### src/rtl/sineInterpPkg.sv
package sineInterpPkg;
  // Strobes from the sequencer to the arithmetic path
  typedef struct packed {
    logic load;    // capture offset-corrected samples and pre-rotate
    logic step;    // one CORDIC micro-rotation
    logic finish;  // merge phase with line count into the output word
  } ctrlStrobes_t;
endpackage

### src/rtl/quadCounter.sv
module quadCounter #(
  parameter int CNT_W = 14
) (
  input  logic             clk,
  input  logic             rst,
  input  logic             quadA,
  input  logic             quadB,
  input  logic             dirRev,
  output logic [CNT_W-1:0] count,
  output logic             quadErr
);
  logic [1:0] syncOne, syncTwo, prevAb;
  logic [1:0] idxCur, idxPrev, delta;
  logic       isFwd, isBwd, illegal, stepUp, stepDn;
  logic [CNT_W-1:0] cntR;
  logic       errR;

  // Gray position index: n[1] = B, n[0] = A ^ B
  assign idxCur  = {syncTwo[0], syncTwo[1] ^ syncTwo[0]};
  assign idxPrev = {prevAb[0],  prevAb[1]  ^ prevAb[0]};
  assign delta   = idxCur - idxPrev;
  assign isFwd   = (delta == 2'd1);
  assign isBwd   = (delta == 2'd3);
  assign illegal = (delta == 2'd2);
  assign stepUp  = dirRev ? isBwd : isFwd;
  assign stepDn  = dirRev ? isFwd : isBwd;

  always_ff @(posedge clk) begin
    if (rst) begin
      syncOne <= '0;
      syncTwo <= '0;
      prevAb  <= '0;
      cntR    <= '0;
      errR    <= 1'b0;
    end else begin
      syncOne <= {quadA, quadB};
      syncTwo <= syncOne;
      prevAb  <= syncTwo;
      if (illegal)     errR <= 1'b1;
      else if (stepUp) cntR <= cntR + 1'b1;
      else if (stepDn) cntR <= cntR - 1'b1;
    end
  end

  assign count   = cntR;
  assign quadErr = errR;

  AST_ERR_STICKY: assert property (@(posedge clk) disable iff (rst)
    quadErr |=> quadErr);
  AST_ILLEGAL_HOLDS: assert property (@(posedge clk) disable iff (rst)
    illegal |=> $stable(count));
  AST_SINGLE_STEP: assert property (@(posedge clk) disable iff (rst)
    !$stable(count) |-> ((count - $past(count)) == CNT_W'(1)) ||
                        ((count - $past(count)) == {CNT_W{1'b1}}));
endmodule

### src/rtl/interpCtrl.sv
module interpCtrl import sineInterpPkg::*; #(
  parameter int ITER  = 16,
  parameter int IDX_W = 5
) (
  input  logic             clk,
  input  logic             rst,
  input  logic             sampleValid,
  output ctrlStrobes_t     strb,
  output logic [IDX_W-1:0] iterIdx,
  output logic             busy,
  output logic             posValid
);
  logic             busyR, validR;
  logic [IDX_W-1:0] iterCnt;

  always_comb begin
    strb.load   = sampleValid && !busyR;
    strb.step   = busyR && (iterCnt != IDX_W'(ITER));
    strb.finish = busyR && (iterCnt == IDX_W'(ITER));
  end

  always_ff @(posedge clk) begin
    if (rst) begin
      busyR   <= 1'b0;
      validR  <= 1'b0;
      iterCnt <= '0;
    end else begin
      validR <= strb.finish;
      if (strb.load) begin
        busyR   <= 1'b1;
        iterCnt <= '0;
      end else if (strb.step) begin
        iterCnt <= iterCnt + 1'b1;
      end else if (strb.finish) begin
        busyR <= 1'b0;
      end
    end
  end

  assign iterIdx  = iterCnt;
  assign busy     = busyR;
  assign posValid = validR;

  AST_VALID_PULSE: assert property (@(posedge clk) disable iff (rst)
    posValid |=> !posValid);
  AST_BUSY_ENDS_WITH_VALID: assert property (@(posedge clk) disable iff (rst)
    $fell(busy) |-> posValid);
  AST_BUSY_NOT_ABANDONED: assert property (@(posedge clk) disable iff (rst)
    busy |=> (busy || posValid));
endmodule

### src/rtl/interpDatapath.sv
module interpDatapath import sineInterpPkg::*; #(
  parameter int SAMPLE_W = 24,
  parameter int PHASE_W  = 12,
  parameter int POS_W    = 24,
  parameter int IDX_W    = 5,
  parameter int CNT_W    = 14
) (
  input  logic                clk,
  input  logic                rst,
  input  ctrlStrobes_t        strb,
  input  logic [IDX_W-1:0]    iterIdx,
  input  logic                dirRev,
  input  logic [SAMPLE_W-1:0] bias,
  input  logic [SAMPLE_W-1:0] sinIn,
  input  logic [SAMPLE_W-1:0] cosIn,
  input  logic [CNT_W-1:0]    count,
  output logic [POS_W-1:0]    posOut
);
  localparam int XW     = SAMPLE_W + 3;
  localparam int ZW     = 32;
  localparam int LINE_W = POS_W - PHASE_W;

  // atan(2^-i) in units of 2^-32 turn
  function automatic logic [ZW-1:0] atanStep(input logic [IDX_W-1:0] idx);
    case (int'(idx))
      0:  return 32'd536870912;
      1:  return 32'd316933406;
      2:  return 32'd167458907;
      3:  return 32'd85004756;
      4:  return 32'd42667331;
      5:  return 32'd21354465;
      6:  return 32'd10679838;
      7:  return 32'd5340245;
      8:  return 32'd2670163;
      9:  return 32'd1335087;
      10: return 32'd667544;
      11: return 32'd333772;
      12: return 32'd166886;
      13: return 32'd83443;
      14: return 32'd41722;
      15: return 32'd20861;
      default: return '0;
    endcase
  endfunction

  logic signed [XW-1:0] sinD, cosD, sinE, xR, yR, xSh, ySh;
  logic [ZW-1:0]        zR, zRound;
  logic [PHASE_W-1:0]   phase;
  logic [LINE_W-1:0]    lineBase, lineAdj;
  logic [POS_W-1:0]     posR;

  assign sinD = {{3{sinIn[SAMPLE_W-1]}}, sinIn} - {{3{bias[SAMPLE_W-1]}}, bias};
  assign cosD = {{3{cosIn[SAMPLE_W-1]}}, cosIn} - {{3{bias[SAMPLE_W-1]}}, bias};
  assign sinE = dirRev ? -sinD : sinD;
  assign xSh  = xR >>> iterIdx;
  assign ySh  = yR >>> iterIdx;

  assign zRound   = zR + (ZW'(1) << (ZW - PHASE_W - 1));
  assign phase    = zRound[ZW-1 -: PHASE_W];
  assign lineBase = count[CNT_W-1:2];

  always_comb begin
    lineAdj = lineBase;
    if (count[1:0] == 2'd3 && phase[PHASE_W-1 -: 2] == 2'd0)
      lineAdj = lineBase + 1'b1;
    else if (count[1:0] == 2'd0 && phase[PHASE_W-1 -: 2] == 2'd3)
      lineAdj = lineBase - 1'b1;
  end

  always_ff @(posedge clk) begin
    if (rst) begin
      xR   <= '0;
      yR   <= '0;
      zR   <= '0;
      posR <= '0;
    end else if (strb.load) begin
      if (cosD[XW-1]) begin
        xR <= -cosD;
        yR <= -sinE;
        zR <= ZW'(1) << (ZW - 1);
      end else begin
        xR <= cosD;
        yR <= sinE;
        zR <= '0;
      end
    end else if (strb.step) begin
      if (!yR[XW-1]) begin
        xR <= xR + ySh;
        yR <= yR - xSh;
        zR <= zR + atanStep(iterIdx);
      end else begin
        xR <= xR - ySh;
        yR <= yR + xSh;
        zR <= zR - atanStep(iterIdx);
      end
    end else if (strb.finish) begin
      posR <= {lineAdj, phase};
    end
  end

  assign posOut = posR;

  AST_OUT_HOLDS: assert property (@(posedge clk) disable iff (rst)
    !strb.finish |=> $stable(posOut));
  AST_LOAD_NOT_MIDRUN: assert property (@(posedge clk) disable iff (rst)
    strb.step |-> !strb.load);
endmodule

### src/rtl/sineInterp.sv
module sineInterp import sineInterpPkg::*; #(
  parameter int SAMPLE_W = 24,
  parameter int PHASE_W  = 12,
  parameter int POS_W    = 24,
  parameter int ITER     = 16
) (
  input  logic                clk,
  input  logic                rst,
  input  logic                quadA,
  input  logic                quadB,
  input  logic                dirRev,
  input  logic [SAMPLE_W-1:0] bias,
  input  logic                sampleValid,
  input  logic [SAMPLE_W-1:0] sinIn,
  input  logic [SAMPLE_W-1:0] cosIn,
  output logic                busy,
  output logic                posValid,
  output logic [POS_W-1:0]    posOut,
  output logic                quadErr
);
  localparam int IDX_W = $clog2(ITER + 1);
  localparam int CNT_W = POS_W - PHASE_W + 2;

  ctrlStrobes_t     strb;
  logic [IDX_W-1:0] iterIdx;
  logic [CNT_W-1:0] count;

  quadCounter #(.CNT_W(CNT_W)) i_quadCounter (
    .clk(clk), .rst(rst), .quadA(quadA), .quadB(quadB), .dirRev(dirRev),
    .count(count), .quadErr(quadErr)
  );

  interpCtrl #(.ITER(ITER), .IDX_W(IDX_W)) i_interpCtrl (
    .clk(clk), .rst(rst), .sampleValid(sampleValid), .strb(strb),
    .iterIdx(iterIdx), .busy(busy), .posValid(posValid)
  );

  interpDatapath #(
    .SAMPLE_W(SAMPLE_W), .PHASE_W(PHASE_W), .POS_W(POS_W),
    .IDX_W(IDX_W), .CNT_W(CNT_W)
  ) i_interpDatapath (
    .clk(clk), .rst(rst), .strb(strb), .iterIdx(iterIdx), .dirRev(dirRev),
    .bias(bias), .sinIn(sinIn), .cosIn(cosIn), .count(count), .posOut(posOut)
  );
endmodule

### config.mk
export PLATFORM = sky130hd
export DESIGN_NAME = sineInterp
export DESIGN_NICKNAME = d
export VERILOG_FILES = /design/src/rtl/sineInterpPkg.sv /design/src/rtl/quadCounter.sv /design/src/rtl/interpCtrl.sv /design/src/rtl/interpDatapath.sv /design/src/rtl/sineInterp.sv
export SDC_FILE = /design/constraint.sdc
export NUM_CORES = 1
export LEC_CHECK = 0
export ABC_CLOCK_PERIOD_IN_PS = 8300
export BUFFER_PORTS_ARGS = -buffer_cell sky130_fd_sc_hd__buf_4
export CORE_UTILIZATION = 50
export DETAILED_ROUTE_END_ITERATION = 10
export GPL_TIMING_DRIVEN = 0
export PLACE_DENSITY_LB_ADDON = 0.1
export SLEW_MARGIN = 0
export SYNTH_ARGS = -nofsm -noshare
export SYNTH_HDL_FRONTEND = slang
export SYNTH_SLANG_ARGS = --single-unit
### constraint.sdc
create_clock -name clk -period 8.3 [get_ports clk]
set_clock_uncertainty 0.2 [all_clocks]
set_input_delay 1.66 -clock clk [delete_from_list [all_inputs] [get_ports clk]]
set_output_delay 1.66 -clock clk [all_outputs]
set_load 0.1 [all_outputs]
# [Word-level counts from Yosys, hierarchy flattened]
# Memory sizes are Yosys's and may differ from the RTL's. A register that Yosys moved wholly into a read port is not among the register bits.
# Cells that the tools add are included.
[totals] input_bits=78 romBits=960 mem_count=2 ff_bits=138
[mem_list] memory="(no name shown)" depth=16 width=30 rd=1 rd_ports_with_merged_regs=1 wr=0 line_no="interpDatapath.sv:25" rtl="case (int'(idx))"
[mem_list] memory="(no name shown)" depth=16 width=30 rd=1 rd_ports_with_merged_regs=1 wr=0 line_no="interpDatapath.sv:25"
[classes] n_addsub=18 reduce_logical=15 shifts=2 n_eq_ne=8 mux=36 bitwise_logic=5
[ops] cell="$mux W32" count=14
[ops] cell="$mux W27" count=9
[ops] cell="$neg A27 Y27" count=3
[ops] cell="$add A27 B27 Y27" count=2
[ops] cell="$sshr A27 B5 Y27" count=2
[ops] cell="$sub A27 B27 Y27" count=2
[ops] cell="$sub A24 B24 Y25" count=2
[ops] cell="$add A32 B20 Y32 const B" count=1
[ops] cell="$add A32 B32 Y32" count=1
[ops] cell="$sub A32 B32 Y32" count=1
[ops] cell="$mux W14" count=2
[ops] cell="$mux W12" count=2
[ops] cell="$mux W4" count=4
[ops] cell="$add A14 B1 Y14 const B" count=1
[ops] cell="$sub A14 B1 Y14 const B" count=1
[ops] cell="$add A12 B1 Y12 const B" count=1
[ops] cell="$sub A12 B1 Y12 const B" count=1
[ops] cell="$eq A2 B2 Y1 const B" count=4
[ops] cell="$reduce_bool A2 Y1" count=3
[ops] cell="$add A5 B1 Y5 const B" count=1
[ops] cell="$eq A5 B5 Y1 const B" count=1
[ops] cell="$logic_and A1 B1 Y1" count=5
[ops] cell="$mux W1" count=5
[ops] cell="$ne A5 B5 Y1 const B" count=1
[ops] cell="10 further kinds" count=15

# [Logic depth before layout (Yosys ltp)]
[depth] depth_word=9 mapped_depth=31

# [Modules after synthesis]
# A second synthesis with hierarchy kept.
[unflattened] cells_unflattened=2706 hier_area_um2=20468.4
[by_module_without_submodules] mod="interpDatapath" n_inst=1 cells_each=2486 area_per_inst_um2=18651.6 seq_area_each_um2=2202.1
[by_module_without_submodules] mod="quadCounter" n_inst=1 cells_each=185 area_per_inst_um2=1486.4 seq_area_each_um2=420.4
[by_module_without_submodules] mod="interpCtrl" n_inst=1 cells_each=35 area_per_inst_um2=330.3 seq_area_each_um2=140.1

# [Least setup slack after synthesis]
# No wires, ideal clock.
[synth_timing] kind="register to register" from="register i_interpCtrl.iterCnt[4] (netlist: i_interpCtrl.iterIdx[4])" to="register i_interpDatapath.zR[31]" path_stages_with_launch=32 n_path_buf=6 t_arrival_ns=5.867 setup_time_ns=0.074 period_less_slack_ns=6.141 setup_slack_ns=2.159 path_cell_list="dfxtp_1 clkbuf_1 clkbuf_1 clkbuf_1 clkbuf_1 clkbuf_1 buf_1 nor2b_1 inv_1 ha_1 o21ai_0 nor2_1 o21a_1 o21a_1 nor2b_1 o21ai_0 a21oi_1 nor2_1 ha_1 a21o_1 a21o_1 a21o_1 a21o_1 a21oi_1 nor2b_1 a2111oi_0 nor2_1 o21a_1 a21oi_1 a21oi_1 or4_1 a31oi_1"
[synth_between] elab_chain_cells=9 elab_cells_between_ends=18 classes_between="add/sub: 2; eq/ne: 1; mux: 13; reduce/logical: 2"
[synth_lines] element="start, declared" line_no="interpCtrl.sv:14" rtl="logic [IDX_W-1:0] iterCnt;"
[synth_lines] element="start signal, assigned" line_no="interpCtrl.sv:33" rtl="iterCnt <= iterCnt + 1'b1;"
[synth_lines] element="$mux W32" line_no="interpDatapath.sv:25"
[synth_lines] element="$mux W32" line_no="interpDatapath.sv:87" rtl="if (!yR[XW-1]) begin"
[synth_lines] element="$mux W32" line_no="interpDatapath.sv:86" rtl="end else if (strb.step) begin"
[synth_lines] element="$mux W32" line_no="interpDatapath.sv:76" rtl="end else if (strb.load) begin"
[synth_lines] element="$mux W32" line_no="interpDatapath.sv:71" rtl="if (rst) begin"
[synth_lines] element="$add A32 B32 Y32 or $sub A32 B32 Y32 (tied branches)" line_no="interpDatapath.sv:90, interpDatapath.sv:94"
[synth_lines] element="$mux W32" line_no="interpDatapath.sv:87"
[synth_lines] element="$mux W32" line_no="interpDatapath.sv:86"
[synth_lines] element="$mux W32" line_no="interpDatapath.sv:76"
[synth_lines] element="end signal, assigned" line_no="interpDatapath.sv:80" rtl="zR <= ZW'(1) << (ZW - 1);"
[synth_lines] element="end signal, assigned" line_no="interpDatapath.sv:90" rtl="zR <= zR + atanStep(iterIdx);"
[synth_lines] element="end signal, assigned" line_no="interpDatapath.sv:94" rtl="zR <= zR - atanStep(iterIdx);"
[synth_lines] element="end, declared" line_no="interpDatapath.sv:47" rtl="logic [ZW-1:0] zR, zRound;"
# Several ways; a longest one is shown, not always the timed one. The select of a mux whose other input is x is not followed.
# A chain may end at the register's enable or synchronous reset.

# [Final worst setup path]
[layout_timing] from="register i_interpCtrl.iterCnt[4] (netlist: i_interpCtrl.iterIdx[4])" to="register i_interpDatapath.yR[26]"
[layout_between] elab_chain_cells=5 elab_cells_between_ends=9 classes_between="add/sub: 2; eq/ne: 1; shift: 1; mux: 3; reduce/logical: 2"
[layout_lines] element="$sshr A27 B5 Y27" line_no="interpDatapath.sv:55" rtl="assign xSh = xR >>> iterIdx;"
[layout_lines] element="$sub A27 B27 Y27 or $add A27 B27 Y27 (tied branches)" line_no="interpDatapath.sv:89, interpDatapath.sv:93"
[layout_lines] element="$mux W27" line_no="interpDatapath.sv:87"
[layout_lines] element="$mux W27" line_no="interpDatapath.sv:86"
[layout_lines] element="$mux W27" line_no="interpDatapath.sv:76"
[layout_lines] element="end signal, assigned" line_no="interpDatapath.sv:79" rtl="yR <= -sinE;"
[layout_lines] element="end signal, assigned" line_no="interpDatapath.sv:89" rtl="yR <= yR - xSh;"
[layout_lines] element="end signal, assigned" line_no="interpDatapath.sv:93" rtl="yR <= yR + xSh;"
[layout_lines] element="end, declared" line_no="interpDatapath.sv:46" rtl="logic signed [XW-1:0] sinD, cosD, sinE, xR, yR, xSh, ySh;"
# Several ways; a longest one is shown, not always the timed one. The select of a mux whose other input is x is not followed.

==> qor.log <==
INFO  outcome        run_status=complete, but fails checks
INFO  outcome        violations_in_the_final_reports=capacitance limit
INFO  floorplanning  design.portCount=105
INFO  grt            grt_max_degree=18
INFO  logic_synthesis synth_enable_flop_cells=0
INFO  finish         antenna-diode-count=0
INFO  setup_path     max_stage_delay=0.52ns
INFO  grt            grtUsageTotal=0.395
INFO  route          via_count=22600
INFO  sta            final.period_utilization=0.958
INFO  finish         final_std_cell_area_no_fill=22900um^2
INFO  placed_design  routabilityCongestion=1.10
INFO  finish         register_area=3360um^2
INFO  floorplanning  dieArea=42400um^2
INFO  power_and_ir_drop totalPowerFinal=0.00578W
INFO  placed_design  placedInstanceArea=22200um^2
INFO  logic_synthesis dominantRegCellSynth=sky130_fd_sc_hd__dfxtp_1
INFO  floorplanning  rows=74
INFO  setup_path     crit_path_end=i_interpDatapath.yR[26]
INFO  sta            setup_slack=0.345ns
INFO  sta            slew-limit-headroom=0.0160
INFO  setup_path     crit_top_cell=sky130_fd_sc_hd__clkbuf_2
INFO  sta            maxSlewViolCount=0
INFO  setup_path     nature_of_the_critical_path_startpoint=flip-flop
INFO  setup_path     worst-r2r-cell-count=26
INFO  placed_design  port-buffer-count=104
INFO  logic_synthesis yosys.area.top_type=sky130_fd_sc_hd__dfxtp_1
INFO  sta            final.min_clock_period=7.95ns
INFO  setup_path     worstPathArrival=8.09ns
INFO  route          drtIter0Drc=2052
INFO  power_and_ir_drop total_power_density_per_cell_area=253nW/um^2
INFO  setup_path     required=8.43ns
INFO  grt            gr_util_met3=0.0781
INFO  grt            antenna_found_initial=0
INFO  setup_path     timing.critical_path.to_type=flip-flop
INFO  placed_design  pre_cts_ws=-1.42ns
INFO  logic_synthesis post_synth_main_area_contributors=sky130_fd_sc_hd__dfxtp_1 (16%), sky130_fd_sc_hd__ha_1 (9.7%), sky130_fd_sc_hd__mux4_2 (6.6%), sky130_fd_sc_hd__xnor2_1 (6.6%), sky130_fd_sc_hd__a21oi_1 (6.1%)
INFO  clock_tree     htree_levels=4
INFO  sta            f_max=0.126GHz
INFO  finish         area.growth.synth_to_final=9.92%
INFO  power_and_ir_drop standby_leakage_power=9.43nW
INFO  clock_tree     clock_sinks=168
INFO  finish         layout.nets=3191
INFO  route          drt-pass1-iter-count=9
INFO  logic_synthesis synth-seq-area-share=0.162
INFO  logic_synthesis synth_top_area_share=0.162
INFO  route          avgRoutedWirePerCell=24.1um
INFO  logic_synthesis avgSynthCellArea=7.37um^2
INFO  route          detail_route.wirelength=84.1mm
INFO  sta            final_hold_viol_count=0
INFO  grt            grt-ovfl-total=0
INFO  run            maxCapViolations=1
INFO  logic_synthesis ys_types=95
INFO  grt            met2_track_demand_over_resource_in_global_routing=0.652
INFO  setup_path     cp_num_cells=26
INFO  setup_path     critPathLaunch=i_interpCtrl.iterIdx[4]
INFO  logic_synthesis number_of_nets_in_the_synthesized_netlist=3068
INFO  power_and_ir_drop power.ir.vdd_worst=180uV
INFO  clock_tree     tritoncts=done
INFO  logic_synthesis syn-instance-count=2822
INFO  clock_tree     clock_tree.root_cell=sky130_fd_sc_hd__clkbuf_16
INFO  grt            global_route.usage.met1=0.468
INFO  grt            grt_first_pass_wirelength=126mm
INFO  setup_path     reg2reg_setup_slack=0.35ns
INFO  worst_hold_path holdCritPathClass=flip-flop to flip-flop
INFO  setup_path     rr_endpoint=i_interpDatapath.yR[26]
INFO  grt            global_route.peak_usage_layer=met2
INFO  setup_path     crit_buf_inv=6
INFO  finish         core_util_final=0.559
INFO  setup_path     crit_type=flip-flop to flip-flop
INFO  route          detail_route.vias_per_cell=6.49
INFO  finish         multiInputGateArea=16500um^2
INFO  logic_synthesis async_reset_ff_frac=0
INFO  sta            rsz0062_at_grt=no
INFO  sta            tightest_slew=1.47ns
INFO  setup_path     crit_path_top_delay_cell=sky130_fd_sc_hd__dfxtp_2
INFO  setup_path     critPathMaxFanout=10
INFO  placed_design  dpl.cell_count=3458
INFO  route          route.antenna.remaining_nets=0
INFO  finish         nFillCells=3909
INFO  clock_tree     worst_setup_hold_path_clk_slew=0.08ns
INFO  floorplanning  die_w=206um
INFO  logic_synthesis yosys_warnings=0
INFO  clock_tree     cts_made_buffers=17
INFO  floorplanning  floorplan.die.height=206um
INFO  finish         layout-drive-gt1-share=0.0903
INFO  grt            first_global_vias=21400
INFO  logic_synthesis post_synth_instance_area=20800um^2
INFO  finish         stdcell_count=3490
INFO  logic_synthesis ys_seq_elements=168
INFO  floorplanning  initial_utilization=0.508
INFO  clock_tree     cts.repair_timing.setup_buffer_count=0
INFO  clock_tree     clock_insertion_delay_worst_skew=0.48ns
INFO  sta            setup-violations-final=0
INFO  setup_path     crit_family=buffers and inverters
INFO  setup_path     rr_startpoint=i_interpCtrl.iterIdx[4]
INFO  placed_design  place_hpwl=67.4mm
INFO  clock_tree     clk_path_buf_depth=2
INFO  route          post-route-drc-count=0
INFO  floorplanning  floorplan.core_area=40900um^2
[metal layers]
metal  vias up  wire length [um]
met4         0              5650
li1      10600                 -
met5         -                 0
met3       266              6300
met2      1059             38900
met1     10700             33300
[kinds of logic (layout without fill, tap and decap cells)]
logic type | Yosys count | after routing | synth area share
AND/OR/NAND/NOR | 1010 | 1010 | 0.227
AO/OA/AOI/OAI | 862 | 862 | 0.268
buffers and inverters | 264 | 400 | 0.0483
XOR/XNOR | 247 | 247 | 0.105
adder cells (fa/ha/maj) | 168 | 168 | 0.103
flip-flops | 168 | 168 | 0.162
multiplexers | 103 | 103 | 0.0870
[power by group]
part	switching (W)	total [W]	internal (W)
Combinational	0.00225	0.00381	0.00157
Sequential	0.000219	0.00114	0.000923
Clock	0.000416	0.000821	0.000406
[synth_stat cells, types with 11 or more instances]
cell	n
sky130_fd_sc_hd__nor2_1	315
sky130_fd_sc_hd__nand2_1	285
sky130_fd_sc_hd__a21oi_1	253
sky130_fd_sc_hd__dfxtp_1	168
sky130_fd_sc_hd__ha_1	162
sky130_fd_sc_hd__o21ai_0	162
sky130_fd_sc_hd__xnor2_1	156
sky130_fd_sc_hd__inv_1	119
sky130_fd_sc_hd__clkbuf_1	111
sky130_fd_sc_hd__xor2_1	89
sky130_fd_sc_hd__nand3_1	84
sky130_fd_sc_hd__nor3_1	84
sky130_fd_sc_hd__a211oi_1	75
sky130_fd_sc_hd__mux4_2	61
sky130_fd_sc_hd__a21o_1	59
sky130_fd_sc_hd__nor2b_1	49
sky130_fd_sc_hd__a31oi_1	45
sky130_fd_sc_hd__and3_1	30
sky130_fd_sc_hd__mux2i_1	30
sky130_fd_sc_hd__or3_1	30
sky130_fd_sc_hd__nand2b_1	28
sky130_fd_sc_hd__o211ai_1	27
sky130_fd_sc_hd__o21a_1	27
sky130_fd_sc_hd__o31ai_1	27
sky130_fd_sc_hd__buf_1	25
sky130_fd_sc_hd__o21bai_1	24
sky130_fd_sc_hd__and2_1	19
sky130_fd_sc_hd__nand4_1	19
sky130_fd_sc_hd__o22ai_1	19
sky130_fd_sc_hd__a2111oi_0	15
sky130_fd_sc_hd__a211o_1	13
sky130_fd_sc_hd__a221oi_1	12
sky130_fd_sc_hd__or2_2	12
sky130_fd_sc_hd__mux2_2	11
sky130_fd_sc_hd__nor4_1	11
[timing repair]
item	CTS	global route
hold buffers	0	0
gates resized for setup	6	19
pin swaps	0	0
setup endpoints to repair	23	10
endpoints found under the hold margin	0	0
[placed cells by master (no fill, tap or decap), types with 84 or more instances in the layout]
cell,n
sky130_fd_sc_hd__ha_1,162
sky130_fd_sc_hd__inv_1,119
sky130_fd_sc_hd__xnor2_1,156
sky130_fd_sc_hd__xor2_1,89
sky130_fd_sc_hd__clkbuf_1,103
sky130_fd_sc_hd__nand3_1,84
sky130_fd_sc_hd__nor2_1,315
sky130_fd_sc_hd__nor3_1,84
sky130_fd_sc_hd__o21ai_0,159
sky130_fd_sc_hd__dfxtp_1,167
sky130_fd_sc_hd__a21oi_1,252
sky130_fd_sc_hd__nand2_1,285
sky130_fd_sc_hd__buf_4,105
[area by class of cell]
class	count	share of cell area
well taps	532	0.0291
clock inverters	13	0.00569
flip-flops and latches	168	0.147
repair buffers	105	0.0345
plain buffers	141	0.0245
clock buffers	19	0.0194
multi-input cells	2390	0.720
inverters	122	0.0200
[through the flow]
| step | hold WS (ns) | setup TNS, ns |
|---|---|---|
| 2_1_floorplan | 0.214 | 0 |
| 3_3_place_gp | 0.216 | -10.41 |
| 5_1_grt | 0.258 | 0 |
| 3_5_place_dp | 0.227 | -9.70 |
| 4_1_cts | 0.244 | 0 |
| 6_report | 0.238 | 0 |
[worst reg2reg max path: cells and delay by family, from the launching register on]
kind | cells | cell delay [ns]
AOI/OAI and AO/OA | 8 | 1.80
xor gates and xnor gates | 2 | 0.51
adders and majority gates | 2 | 0.56
buffers and inverters | 6 | 2.43
DFF | 1 | 0.52
and+or+nand+nor | 8 | 1.78
[worst min path at each step]
stage	endpoint	slack, ns	from	depth (start not counted)
3_5_place_dp	i_quadCounter.syncTwo[1]	0.23	i_quadCounter.syncOne[1]	1
5_1_grt	i_quadCounter.syncTwo[1]	0.26	i_quadCounter.syncOne[1]	1
3_3_place_gp	i_quadCounter.syncTwo[0]	0.22	i_quadCounter.syncOne[0]	1
6_report	i_quadCounter.syncTwo[1]	0.24	i_quadCounter.syncOne[1]	1
2_1_floorplan	i_quadCounter.syncTwo[0]	0.21	i_quadCounter.syncOne[0]	1
4_1_cts	i_quadCounter.syncTwo[1]	0.24	i_quadCounter.syncOne[1]	1
No activity file was read; power rests on OpenSTA's default activity.
